`config.mk`:
```
export PLATFORM = sky130hd
export DESIGN_NAME = irq_gather
export DESIGN_NICKNAME = d
export VERILOG_FILES = /design/src/rtl/irqg_pkg.sv /design/src/rtl/irqg_front.sv /design/src/rtl/irqg_outstage.sv /design/src/rtl/irq_gather.sv
export SDC_FILE = /design/constraint.sdc
export NUM_CORES = 1
export LEC_CHECK = 0
export BUFFER_PORTS_ARGS = -buffer_cell sky130_fd_sc_hd__buf_2
export CORE_MARGIN = 2
export CORE_UTILIZATION = 54
export DETAILED_ROUTE_END_ITERATION = 8
export PLACE_DENSITY = 0.74
export SLEW_MARGIN = 20
export SYNTH_ARGS = -nofsm -noshare
export SYNTH_HDL_FRONTEND = slang
export SYNTH_SLANG_ARGS = --single-unit
```
`constraint.sdc`:
```
create_clock -name clk -period 2.4 [get_ports clk]
set_input_delay 0.6 -clock clk [delete_from_list [all_inputs] [get_ports clk]]
set_output_delay 0.6 -clock clk [all_outputs]
set_load 0.01 [all_outputs]
```
`src/rtl/irqg_pkg.sv`:
```
package irqg_pkg;

    localparam int DATA_W = 32;
    localparam int ADDR_W = 5;

    typedef enum logic [ADDR_W-1:0] {
        OFS_MASK   = 5'h00,
        OFS_PEND   = 5'h04,
        OFS_KIND   = 5'h08,
        OFS_SENSE  = 5'h0C,
        OFS_OKIND  = 5'h10,
        OFS_OSENSE = 5'h14,
        OFS_INJECT = 5'h18
    } reg_ofs_e;

    typedef struct packed {
        logic pulse;   // 1: single-cycle pulse, 0: level
        logic high;    // 1: active high, 0: active low
    } out_cfg_t;

    function automatic logic bus_hit(input logic sel, input logic wr,
                                     input logic [ADDR_W-1:0] addr,
                                     input reg_ofs_e ofs);
        return sel && wr && (addr == ofs);
    endfunction

endpackage

```
`src/rtl/irqg_front.sv`:
```
module irqg_front #(
    parameter int N_SRC = 32
) (
    input  logic             clk,
    input  logic             rst,
    input  logic [N_SRC-1:0] src_i,
    input  logic [N_SRC-1:0] kind_i,
    input  logic [N_SRC-1:0] sense_i,
    output logic [N_SRC-1:0] edge_o,
    output logic [N_SRC-1:0] lvl_o
);

    for (genvar i = 0; i < N_SRC; i++) begin : g_src
        logic [1:0] sync_q;
        logic       prev_q;
        logic       cur;

        always_ff @(posedge clk) begin
            if (rst) begin
                sync_q <= '0;
                prev_q <= 1'b0;
            end else begin
                sync_q <= {sync_q[0], src_i[i]};
                prev_q <= sync_q[1];
            end
        end

        assign cur       = sync_q[1];
        assign edge_o[i] = kind_i[i] & (sense_i[i] ? (cur & ~prev_q) : (~cur & prev_q));
        assign lvl_o[i]  = ~kind_i[i] & ~(cur ^ sense_i[i]);
    end

endmodule

```
`src/rtl/irqg_outstage.sv`:
```
module irqg_outstage
    import irqg_pkg::*;
(
    input  logic     clk,
    input  logic     rst,
    input  logic     req_i,
    input  out_cfg_t cfg_i,
    output logic     irq_o
);

    logic req_d_q;
    logic out_q;
    logic active;

    assign active = cfg_i.pulse ? (req_i & ~req_d_q) : req_i;

    always_ff @(posedge clk) begin
        if (rst) begin
            req_d_q <= 1'b0;
            out_q   <= 1'b1;
        end else begin
            req_d_q <= req_i;
            out_q   <= cfg_i.high ? active : ~active;
        end
    end

    assign irq_o = out_q;

    // a pulse at the active level is followed by the inactive level
    assert_pulse_single_R10: assert property (@(posedge clk) disable iff (rst)
        (cfg_i.pulse && $stable(cfg_i) && !$past(rst) && irq_o == cfg_i.high)
        |=> (irq_o != cfg_i.high));

endmodule

```
`src/rtl/irq_gather.sv`:
```
module irq_gather
    import irqg_pkg::*;
#(
    parameter int N_SRC = 32
) (
    input  logic                 clk,
    input  logic                 rst,
    input  logic                 bus_sel,
    input  logic                 bus_wr,
    input  logic [ADDR_W-1:0]    bus_addr,
    input  logic [DATA_W-1:0]    bus_wdata,
    output logic [DATA_W-1:0]    bus_rdata,
    input  logic [N_SRC-1:0]     src_i,
    output logic                 irq_o
);

    localparam int PAD_W = DATA_W - N_SRC;

    logic [N_SRC-1:0] mask_q, pend_q, kind_q, sense_q;
    out_cfg_t         ocfg_q;
    logic [N_SRC-1:0] edge_v, lvl_v, clr_v, inj_v, pend_d;
    logic             hit_pend, hit_inj, req;

    irqg_front #(.N_SRC(N_SRC)) u_front (
        .clk(clk), .rst(rst), .src_i(src_i),
        .kind_i(kind_q), .sense_i(sense_q),
        .edge_o(edge_v), .lvl_o(lvl_v)
    );

    assign hit_pend = bus_hit(bus_sel, bus_wr, bus_addr, OFS_PEND);
    assign hit_inj  = bus_hit(bus_sel, bus_wr, bus_addr, OFS_INJECT);

    always_comb begin
        clr_v  = hit_pend ? bus_wdata[N_SRC-1:0] : '0;
        inj_v  = hit_inj  ? bus_wdata[N_SRC-1:0] : '0;
        pend_d = (pend_q & ~clr_v) | edge_v | lvl_v | inj_v;
    end

    always_ff @(posedge clk) begin
        if (rst) begin
            mask_q  <= '0;
            pend_q  <= '0;
            kind_q  <= '0;
            sense_q <= '0;
            ocfg_q  <= '0;
        end else begin
            pend_q <= pend_d;
            if (bus_hit(bus_sel, bus_wr, bus_addr, OFS_MASK))   mask_q  <= bus_wdata[N_SRC-1:0];
            if (bus_hit(bus_sel, bus_wr, bus_addr, OFS_KIND))   kind_q  <= bus_wdata[N_SRC-1:0];
            if (bus_hit(bus_sel, bus_wr, bus_addr, OFS_SENSE))  sense_q <= bus_wdata[N_SRC-1:0];
            if (bus_hit(bus_sel, bus_wr, bus_addr, OFS_OKIND))  ocfg_q.pulse <= bus_wdata[0];
            if (bus_hit(bus_sel, bus_wr, bus_addr, OFS_OSENSE)) ocfg_q.high  <= bus_wdata[0];
        end
    end

    function automatic logic [DATA_W-1:0] widen(input logic [N_SRC-1:0] v);
        return {{PAD_W{1'b0}}, v};
    endfunction

    always_comb begin
        bus_rdata = '0;
        if (bus_sel) begin
            case (bus_addr)
                OFS_MASK:   bus_rdata = widen(mask_q);
                OFS_PEND:   bus_rdata = widen(pend_q);
                OFS_KIND:   bus_rdata = widen(kind_q);
                OFS_SENSE:  bus_rdata = widen(sense_q);
                OFS_OKIND:  bus_rdata = {{(DATA_W-1){1'b0}}, ocfg_q.pulse};
                OFS_OSENSE: bus_rdata = {{(DATA_W-1){1'b0}}, ocfg_q.high};
                default:    bus_rdata = '0;
            endcase
        end
    end

    assign req = |(pend_q & mask_q);

    irqg_outstage u_out (
        .clk(clk), .rst(rst), .req_i(req), .cfg_i(ocfg_q), .irq_o(irq_o)
    );

    // the cycle after reset everything is cleared and the line is inactive
    assert_reset_clear_R2: assert property (@(posedge clk)
        $past(rst) |-> (irq_o && pend_q == '0 && mask_q == '0));

    // every edge seen by the front end is latched in the pending bits
    assert_edge_latched_R3: assert property (@(posedge clk) disable iff (rst)
        !$past(rst) |-> (($past(edge_v) & ~pend_q) == '0));

    // a written clear removes bits that had no new event in that cycle
    assert_clear_applies_R4: assert property (@(posedge clk) disable iff (rst)
        (!$past(rst) && $past(hit_pend)) |->
        ((pend_q & $past(bus_wdata[N_SRC-1:0] & ~(edge_v | lvl_v | inj_v))) == '0));

    // an active level always leaves its pending bit set
    assert_level_sticky_R5: assert property (@(posedge clk) disable iff (rst)
        !$past(rst) |-> (($past(lvl_v) & ~pend_q) == '0));

    // injected bits show up as pending
    assert_inject_sets_R7: assert property (@(posedge clk) disable iff (rst)
        (!$past(rst) && $past(hit_inj)) |->
        ((pend_q & $past(bus_wdata[N_SRC-1:0])) == $past(bus_wdata[N_SRC-1:0])));

    // the injection register reads as zero
    assert_inject_reads_zero_R8: assert property (@(posedge clk) disable iff (rst)
        (bus_sel && bus_addr == OFS_INJECT) |-> (bus_rdata == '0));

endmodule

```
# ---- Yosys cells after proc, flatten, opt, wreduce, memory -nomap -nowiden
# Index checks and enable logic that the tools add are counted.
dict set report op_classes {
  eq_ne 6
  n_mux 38
  n_bitwise 297
  n_reduce_logical 10
}
# op n
set ops {}
lappend ops {{case mux 32 bit (6 select lines)} 1}
lappend ops {{NOT 1 bit} 130}
lappend ops {{bitwise AND 1 bit} 129}
lappend ops {{two-way mux 32 bit} 3}
lappend ops {{bitwise OR 32 bit} 3}
lappend ops {{bitwise AND 32 bit} 2}
lappend ops {{two-way mux 1 bit} 34}
lappend ops {{NOT 32 bit} 1}
lappend ops {{OR reduction 32 bit} 1}
lappend ops {{bitwise XOR 1 bit} 32}
lappend ops {{== test 5 bit (second input constant)} 3}
lappend ops {{== test 5 x 4 -> 1 bit (second input constant)} 2}
lappend ops {{logical AND 1 bit} 8}
lappend ops {{== test 5 x 3 -> 1 bit (second input constant)} 1}
lappend ops {{logical NOT 5 bit} 1}
dict set report word_totals {
  regBits 228
  input_bits 73
  out_inout_bits 33
  elab_cells 423
}

# ---- Logic depth before layout (Yosys ltp)
# Gate-level depths: netlist of run 1.
dict set report depth {
  word_depth 8
  depth_mapped 7
  depth_no_buf 5
}

# ---- Hierarchy
# Synthesis of run 1 repeated with hierarchy kept, for this count alone.
dict set report unflattened {
  cells_unflattened 1127
  area_unflattened_um2 10734.0
}
# mod n_inst cells_per_inst area_per_inst_um2 seq_area_each_um2
set modules_own_cells {}
lappend modules_own_cells {irq_gather 1 758 6902.9 2602.5}
lappend modules_own_cells {irqg_front 1 362 3753.6 1921.8}
lappend modules_own_cells {irqg_outstage 1 7 77.6 40.0}

# ---- Worst setup path after synthesis of run 1
# No wires, ideal clock.
dict set report synth_timing {
  path_kind {input to output}
  startpoint {input port bus_addr[3]}
  endpoint {output port bus_rdata[11]}
  arrival_time_ps 1813
  required_time_ps 1800
  setup_slack_ps -13
  path_stages 6
  path_buffers 2
  cell_sequence {or3_1 -> buf_6 -> nor3_4 -> buf_2 -> a22oi_1 -> a21oi_1}
}
dict set report synth_between {
  elab_chain_cells 3
  word_cells_on_any_way 8
  classes_between {5 x eq/ne; 2 x mux; 1 x reduce/logical}
}
# element line_no
set synth_rtl {}
lappend synth_rtl {{start: declaration} irq_gather.sv:10} ;# input logic [ADDR_W-1:0] bus_addr,
lappend synth_rtl {{== test 5 bit (tied with other cells)} irq_gather.sv:63} ;# case (bus_addr)
lappend synth_rtl {{case mux 32 bit (6 select lines) *} irq_gather.sv:63}
lappend synth_rtl {{two-way mux 32 bit *} irq_gather.sv:62} ;# if (bus_sel) begin
lappend synth_rtl {{end: declaration} irq_gather.sv:12} ;# output logic [DATA_W-1:0] bus_rdata,
# Mark *: on every way between the ends. The rest lies on a longest branch, timed or not.

# ---- Final worst setup path of run 1
dict set report layout_timing {
  startpoint {input port bus_addr[3]}
  endpoint {output port bus_rdata[21]}
}
# Same word-level chain as after synthesis.

==> results of run 1 <==
## synthesized netlist by cell type, drive strengths merged
cell type and count:
a222oi 1, xor2 2, a221oi 32, nor4 3, dfxtp 228, or3b 1, a21oi 130, nand2 257
xnor2 2, nor2b 127, or3 1, o31ai 30, a22oi 78, clkbuf 34, mux2i 3, nand3 34
mux4 1, nor3 7, nor2 40, a211oi 1, nand2b 1, buf 33, nand4 4
## stage by stage
step | hold WS, ns | util (%) | power, mW
6_report | 0.294 | 69.6 | 8.18
5_1_grt | 0.295 | 69.6 | 8.40
4_1_cts | 0.290 | 67.9 | 8.18
3_5_place_dp | 0.422 | 61.9 | 4.45
3_3_place_gp | 0.419 | 61.9 | 4.44
2_1_floorplan | 0.414 | - | 4.24
## registers in the layout, indices dropped and copies added (netlist names)
name / count
kind_q: 32
mask_q: 32
ocfg_q: 2
pend_q: 32
sense_q: 32
u_front.g_src.prev_q: 32
u_front.g_src.sync_q: 64
u_out.irq_o: 1
u_out.req_d_q: 1
## layout make-up
class                   instances  area [µm²]  area share [%]
multi-input cells             755        4620            40.1
flip-flops and latches        228        4560            39.6
repair buffers                153        1250            10.9
clock buffers                  36         757            6.56
well taps                     220         275            2.39
clock inverters                 6        61.3           0.532
## final timing paths
check | start | end | slack (ns)
worst max-delay path | bus_addr[3] | bus_rdata[21] | -0.23
worst min-delay path | src_i[25] | u_front.g_src[25].sync_q[0] | 0.29
worst max register to register | pend_q[19] | u_out.irq_o | 0.82
worst min register to register | u_front.g_src[0].sync_q[0] | u_front.g_src[0].sync_q[1] | 0.43
## cell usage in the layout, fill, tap and decap left out, drive strengths merged
cell,count
dfxtp,228
inv,1
nor2,40
nor2b,127
mux2i,3
a221oi,32
nor4,3
a21oi,130
nand2b,1
or3,1
or3b,1
xnor2,2
clkinv,4
nand4,4
a211oi,1
nor3,7
a22oi,78
buf,150
nand2,257
xor2,2
a222oi,1
bufinv,1
clkbuf,39
nand3,34
mux4,1
o31ai,30
## power breakdown
part           internal, mW  switching (mW)
clock network          2.28            1.49
registers              3.89          0.0964
logic                 0.180           0.242
total                  6.35            1.82
## kinds of logic after synthesis
family	after synthesis	synth area share [%]
compound gates	272	21.2
buf+inv	67	3.53
flops	228	49.7
mux	4	0.572
simple gates	475	24.6
xor+xnor	4	0.382
## what timing repair did
item	CTS	global route
setup buffers	4	1
gates cloned	2	5
endpoints found under the hold margin	0	0
gates resized for setup	21	35
pin swaps	15	24
setup endpoints to repair	32	32
## per-layer routing
| layer | vias up | track usage [%] | part of all wire, % |
|---|---|---|---|
| li1 | 3871 | - | - |
| met1 | 3906 | 38.5 | 42 |
| met2 | 395 | 46.3 | 47 |
| met3 | 50 | 5.71 | 8.7 |
| met4 | 0 | 8.77 | 2.8 |
| met5 | - | 0 | 0 |
==> impl_metrics.toml, run 1 <==
[flow_run]
maxCapViolCount = 0

[setup_path]
crit_path_cell_trace = "buf_8, or3_4, buf_6, nor2_4, buf_12, buf_12, a22oi_1, a21oi_2, buf_2"
cp-start-kind = "input port"
cp_slowest_cell = "or3_4"
endpoint_kind = "output port"
cp_max_fo = 6
crit_top_cell = "buf_12"
crit_cells = 9
worst_ep_arrival_time_ns = 2.03
crit_family = "buffers and inverters"
worstSetupPathType = "input port to output port"
crit_buf_inv = 5
slowest_delay_ns = 0.41
reg2regPathDepth = 6
required_ns = 1.80

[clock_network]
clk_latency_ns = 0.51
clk_pin_slew_ns = 0.06
cts_inserted_buffers = 24
root_buffer = "clkbuf_16"
clock-sinks = 228
clockBufferDepth = 3
h-tree-depth = 1
cts_hold_buf = 0
cts_tree = "done"

[placement]
io_buffers = 105
place_area_um2 = 10300
dp_hpwl_mm = 16.6
dp_cells = 1344
gp_congestion = 0.836
post-place-ws_ns = -0.233

[finish]
num_antenna_cells = 0
drive_gt1_share_pct = 25.8
final_cells = 1398
syn_to_final_growth_pct = 25.6
design_area_um2 = 11500
fin_nets = 1235
num-fill-cells = 1339

[drt]
routed_wl_mm = 27.0
drtIter0Drc = 811
vias = 8222
drtAntennaViolNets = 0
drc = 0
drt-pass1-iter-count = 6
vias_per_cell = 5.88
wl_per_cell_um = 19.3

[pwr]
p_leak_nw = 4.01
ir_drop_mv = 0.586
power.density_nw_per_um2 = 709

[synth]
synth_area_leaders = "dfxtp_1, nand2_1, nor2b_1"
netlist_area_um2 = 9180
postSynthAreaPerCell_um2 = 8.74
syn-num-nets = 1123
yosys.area.top_type = "dfxtp_1"
synth-seq-area-share_pct = 49.7
ys_types = 31
yosysTopAreaCellShare_pct = 49.7
netlist_instances = 1050
ys_ff_latch = 228
yosysWarningCount = 0

[timing]
finalClockSkew_ns = 0.0107
setup_viol = 32
finalCriticalPeriod_ns = 2.63
rsz0062_at_grt = "true"
fmax_mhz = 381
maxSlewHeadroom_pct = 70.6
drv_slew = 0
final.setup.worst_slack_ns = -0.228
setup_tns_ns = -6.13
hold_viol = 0
worstMarginPinSlew_ns = 0.442
fin_crit_sh_pct = 110

[grt]
grt_pass1_vias = 7585
grt_first_pass_wirelength_mm = 40.7
antenna_found_initial = 0
grt_max_degree = 68
grt_usage_pct = 28.5
grt.overflow.total = 0

[floorplanning]
pin_count = 106
dieArea_um2 = 18100
fp.dieH_um = 134
num_rows = 47
core_um2 = 16600
die_x_um = 134
initial_utilization_pct = 55.4

[worst_hold_path]
hold_path_class = "input port to flip-flop"
hold_depth = 2

[status]
outcome = "finished with violations"
violations = "setup timing"
(Power assumes the default switching activity.)
==> run 2: changes to the inputs <==
ABC_AREA = 1   (was unset)
==> run 2 against run 1 <==
The flow still finishes with violations (setup timing); cell area fell by 0.40%; core utilization is 2.2 points lower; sequential share of layout area increased by 0.16 points; combinational power rose by 11%; global-route usage decreased by 2.7 points; synthesized cell count up 23%; clock power increased by 4%; critical path type unchanged.
==> impl_metrics.toml, run 2 <==
[drt]
drt-pass1-iter-count = 6
vias_per_cell = 5.25
routed_wl_mm = 24.2
drc = 0
wl_per_cell_um = 14.6
vias = 8662
drtAntennaViolNets = 0
drtIter0Drc = 691

[clock_network]
clk_latency_ns = 0.52
clockBufferDepth = 3
clock-sinks = 228
root_buffer = "clkbuf_16"
cts_inserted_buffers = 24
h-tree-depth = 1
cts_tree = "done"
clk_pin_slew_ns = 0.06

[grt]
grt_pass1_vias = 7971
grt.overflow.total = 0
grt_max_degree = 131
grt_first_pass_wirelength_mm = 38.5
grt_usage_pct = 25.9
antenna_found_initial = 0

[floorplanning]
initial_utilization_pct = 54.7
core_um2 = 17100
dieArea_um2 = 18300
num_rows = 48
die_x_um = 135
pin_count = 106
fp.dieH_um = 135

[pwr]
power.density_nw_per_um2 = 729
ir_drop_mv = 0.571
fin_total_pwr_mw = 8.37
p_leak_nw = 5.08

[synth]
yosysWarningCount = 0
synthFlopType = "dfxtp_1"
ys_top_cells_by_count = "dfxtp_1, inv_1, a21oi_1, nand2_1, o21ai_0"
async_flop_share_pct = 0
synth_area_leaders = "dfxtp_1, a21oi_1, o21ai_0"
postSynthAreaPerCell_um2 = 7.20
ys_ff_latch = 228
synth_enable_flop_cells = 0
syn-num-nets = 1367
netlist_instances = 1294
synth-seq-area-share_pct = 49.0
netlist_area_um2 = 9320
yosys.area.top_type = "dfxtp_1"
yosysMostFrequentCell = "dfxtp_1"
ys_types = 22
yosysTopAreaCellShare_pct = 49.0

[timing]
rsz0062_at_grt = "true"
worstMarginPinSlew_ns = 0.601
setup_viol = 32
fin_crit_sh_pct = 106
finalClockSkew_ns = 0.0228
final.setup.worst_slack_ns = -0.137
fmax_mhz = 394
setup_tns_ns = -2.30
finalCriticalPeriod_ns = 2.54
drv_slew = 0
hold_viol = 0
maxSlewHeadroom_pct = 59.9

[placement]
dp_hpwl_mm = 14.8
gp_congestion = 0.829
post-place-ws_ns = -0.182
place_area_um2 = 10300
io_buffers = 105

[worst_hold_path]
hold_path_class = "input port to flip-flop"
hold_depth = 3

[setup_path]
cp-start-kind = "input port"
endpoint_kind = "output port"
cp_slowest_cell = "a21oi_2"
cp_max_fo = 5
crit_path_cell_trace = "buf_6, nor2_4, buf_4, nand3_2, nor2_4, buf_4, clkbuf_16, nand2_1, a21oi_2, buf_2"
worstSetupPathType = "input port to output port"
r2r_setup_slack_ns = 1.22
worst_ep_arrival_time_ns = 1.94
reg2regPathDepth = 8
slowest_delay_ns = 0.18
required_ns = 1.80

[finish]
largest_reg_flops = 64
syn_to_final_growth_pct = 23.2
layout_common_cells = "dfxtp_1, inv_1, nand2_1"
drive_gt1_share_pct = 17.4
fin_nets = 1479
final_common_cell = "dfxtp_1"
design_area_um2 = 11500
regMostFlops = "u_front.g_src.sync_q"
num_antenna_cells = 0
num-fill-cells = 1438

[status]
violations = "setup timing"
outcome = "finished with violations"

[flow_run]
maxCapViolCount = 0
run 2: cell count changes after synthesis, moves of 23 or more:
cell | before | now
nand2_1 | 257 | 190
a221oi_2 | 30 | 0
o21ai_1 | 0 | 23
a21oi_1 | 130 | 193
nor2b_1 | 127 | 0
inv_1 | 0 | 198
a22oi_1 | 78 | 0
o21ai_0 | 0 | 169
o31ai_1 | 30 | 0
nor2_1 | 39 | 143
o21bai_1 | 0 | 32
run 2: power breakdown:
part           switching [mW]  internal [mW]
Combinational           0.285          0.184
Sequential             0.0692           3.90
Clock                    1.54           2.39
Total                    1.89           6.48
run 2: what timing repair did:
item	in CTS	in global routing
pin swaps	6	15
gates resized for setup	31	43
hold buffers	0	0
buffers inserted	4	7
gates cloned	2	1
setup endpoints to repair	32	32
run 2: metrics by stage:
stage	cells	hold slack (ns)	utilization (%)
detailed placement	1594	0.395	60.3
global placement	1594	0.389	60.3
CTS	1644	0.260	66.4
floorplan	1294	0.388	-
global route	1649	0.265	67.4
finish	1649	0.273	67.4
run 2: kinds of logic (layout without fill, tap and decap cells):
group	after synthesis	in the layout	share of synthesized area (%)
buffers and inverters	265	395	11.0
AOI/OAI and AO/OA	418	418	23.3
and+or+nand+nor	383	383	16.7
DFF	228	228	49.0
run 2: critical path: cells and delay by family:
family | cells | cell delay [ns]
buf+inv | 5 | 0.68
simple gates | 4 | 0.46
compound gates | 1 | 0.18
run 2: cell type report:
class                   count  area [µm²]  share of cell area [%]
clock buffers              29         659                    5.74
clock inverters            15         189                    1.64
inverters                 200         753                    6.56
multi-input cells         801        3900                    33.9
flip-flops and latches    228        4560                    39.7
well taps                 225         282                    2.45
repair buffers            151        1140                    9.93
run 2: routing by layer:
layer | track usage, % | part of all wire, % | wire, µm
met2 | 44.6 | 47 | 11500
met5 | 0 | 0 | 0
met4 | 8.22 | 2.6 | 629
met3 | 3.37 | 5.3 | 1280
met1 | 33.8 | 45 | 10800
run 2: worst paths after layout:
path	from	to
min reg2reg	u_front.g_src[15].sync_q[0]	u_front.g_src[15].sync_q[1]
max	bus_addr[1]	bus_rdata[25]
min	src_i[19]	u_front.g_src[19].sync_q[0]
max reg2reg	pend_q[18]	u_out.irq_o
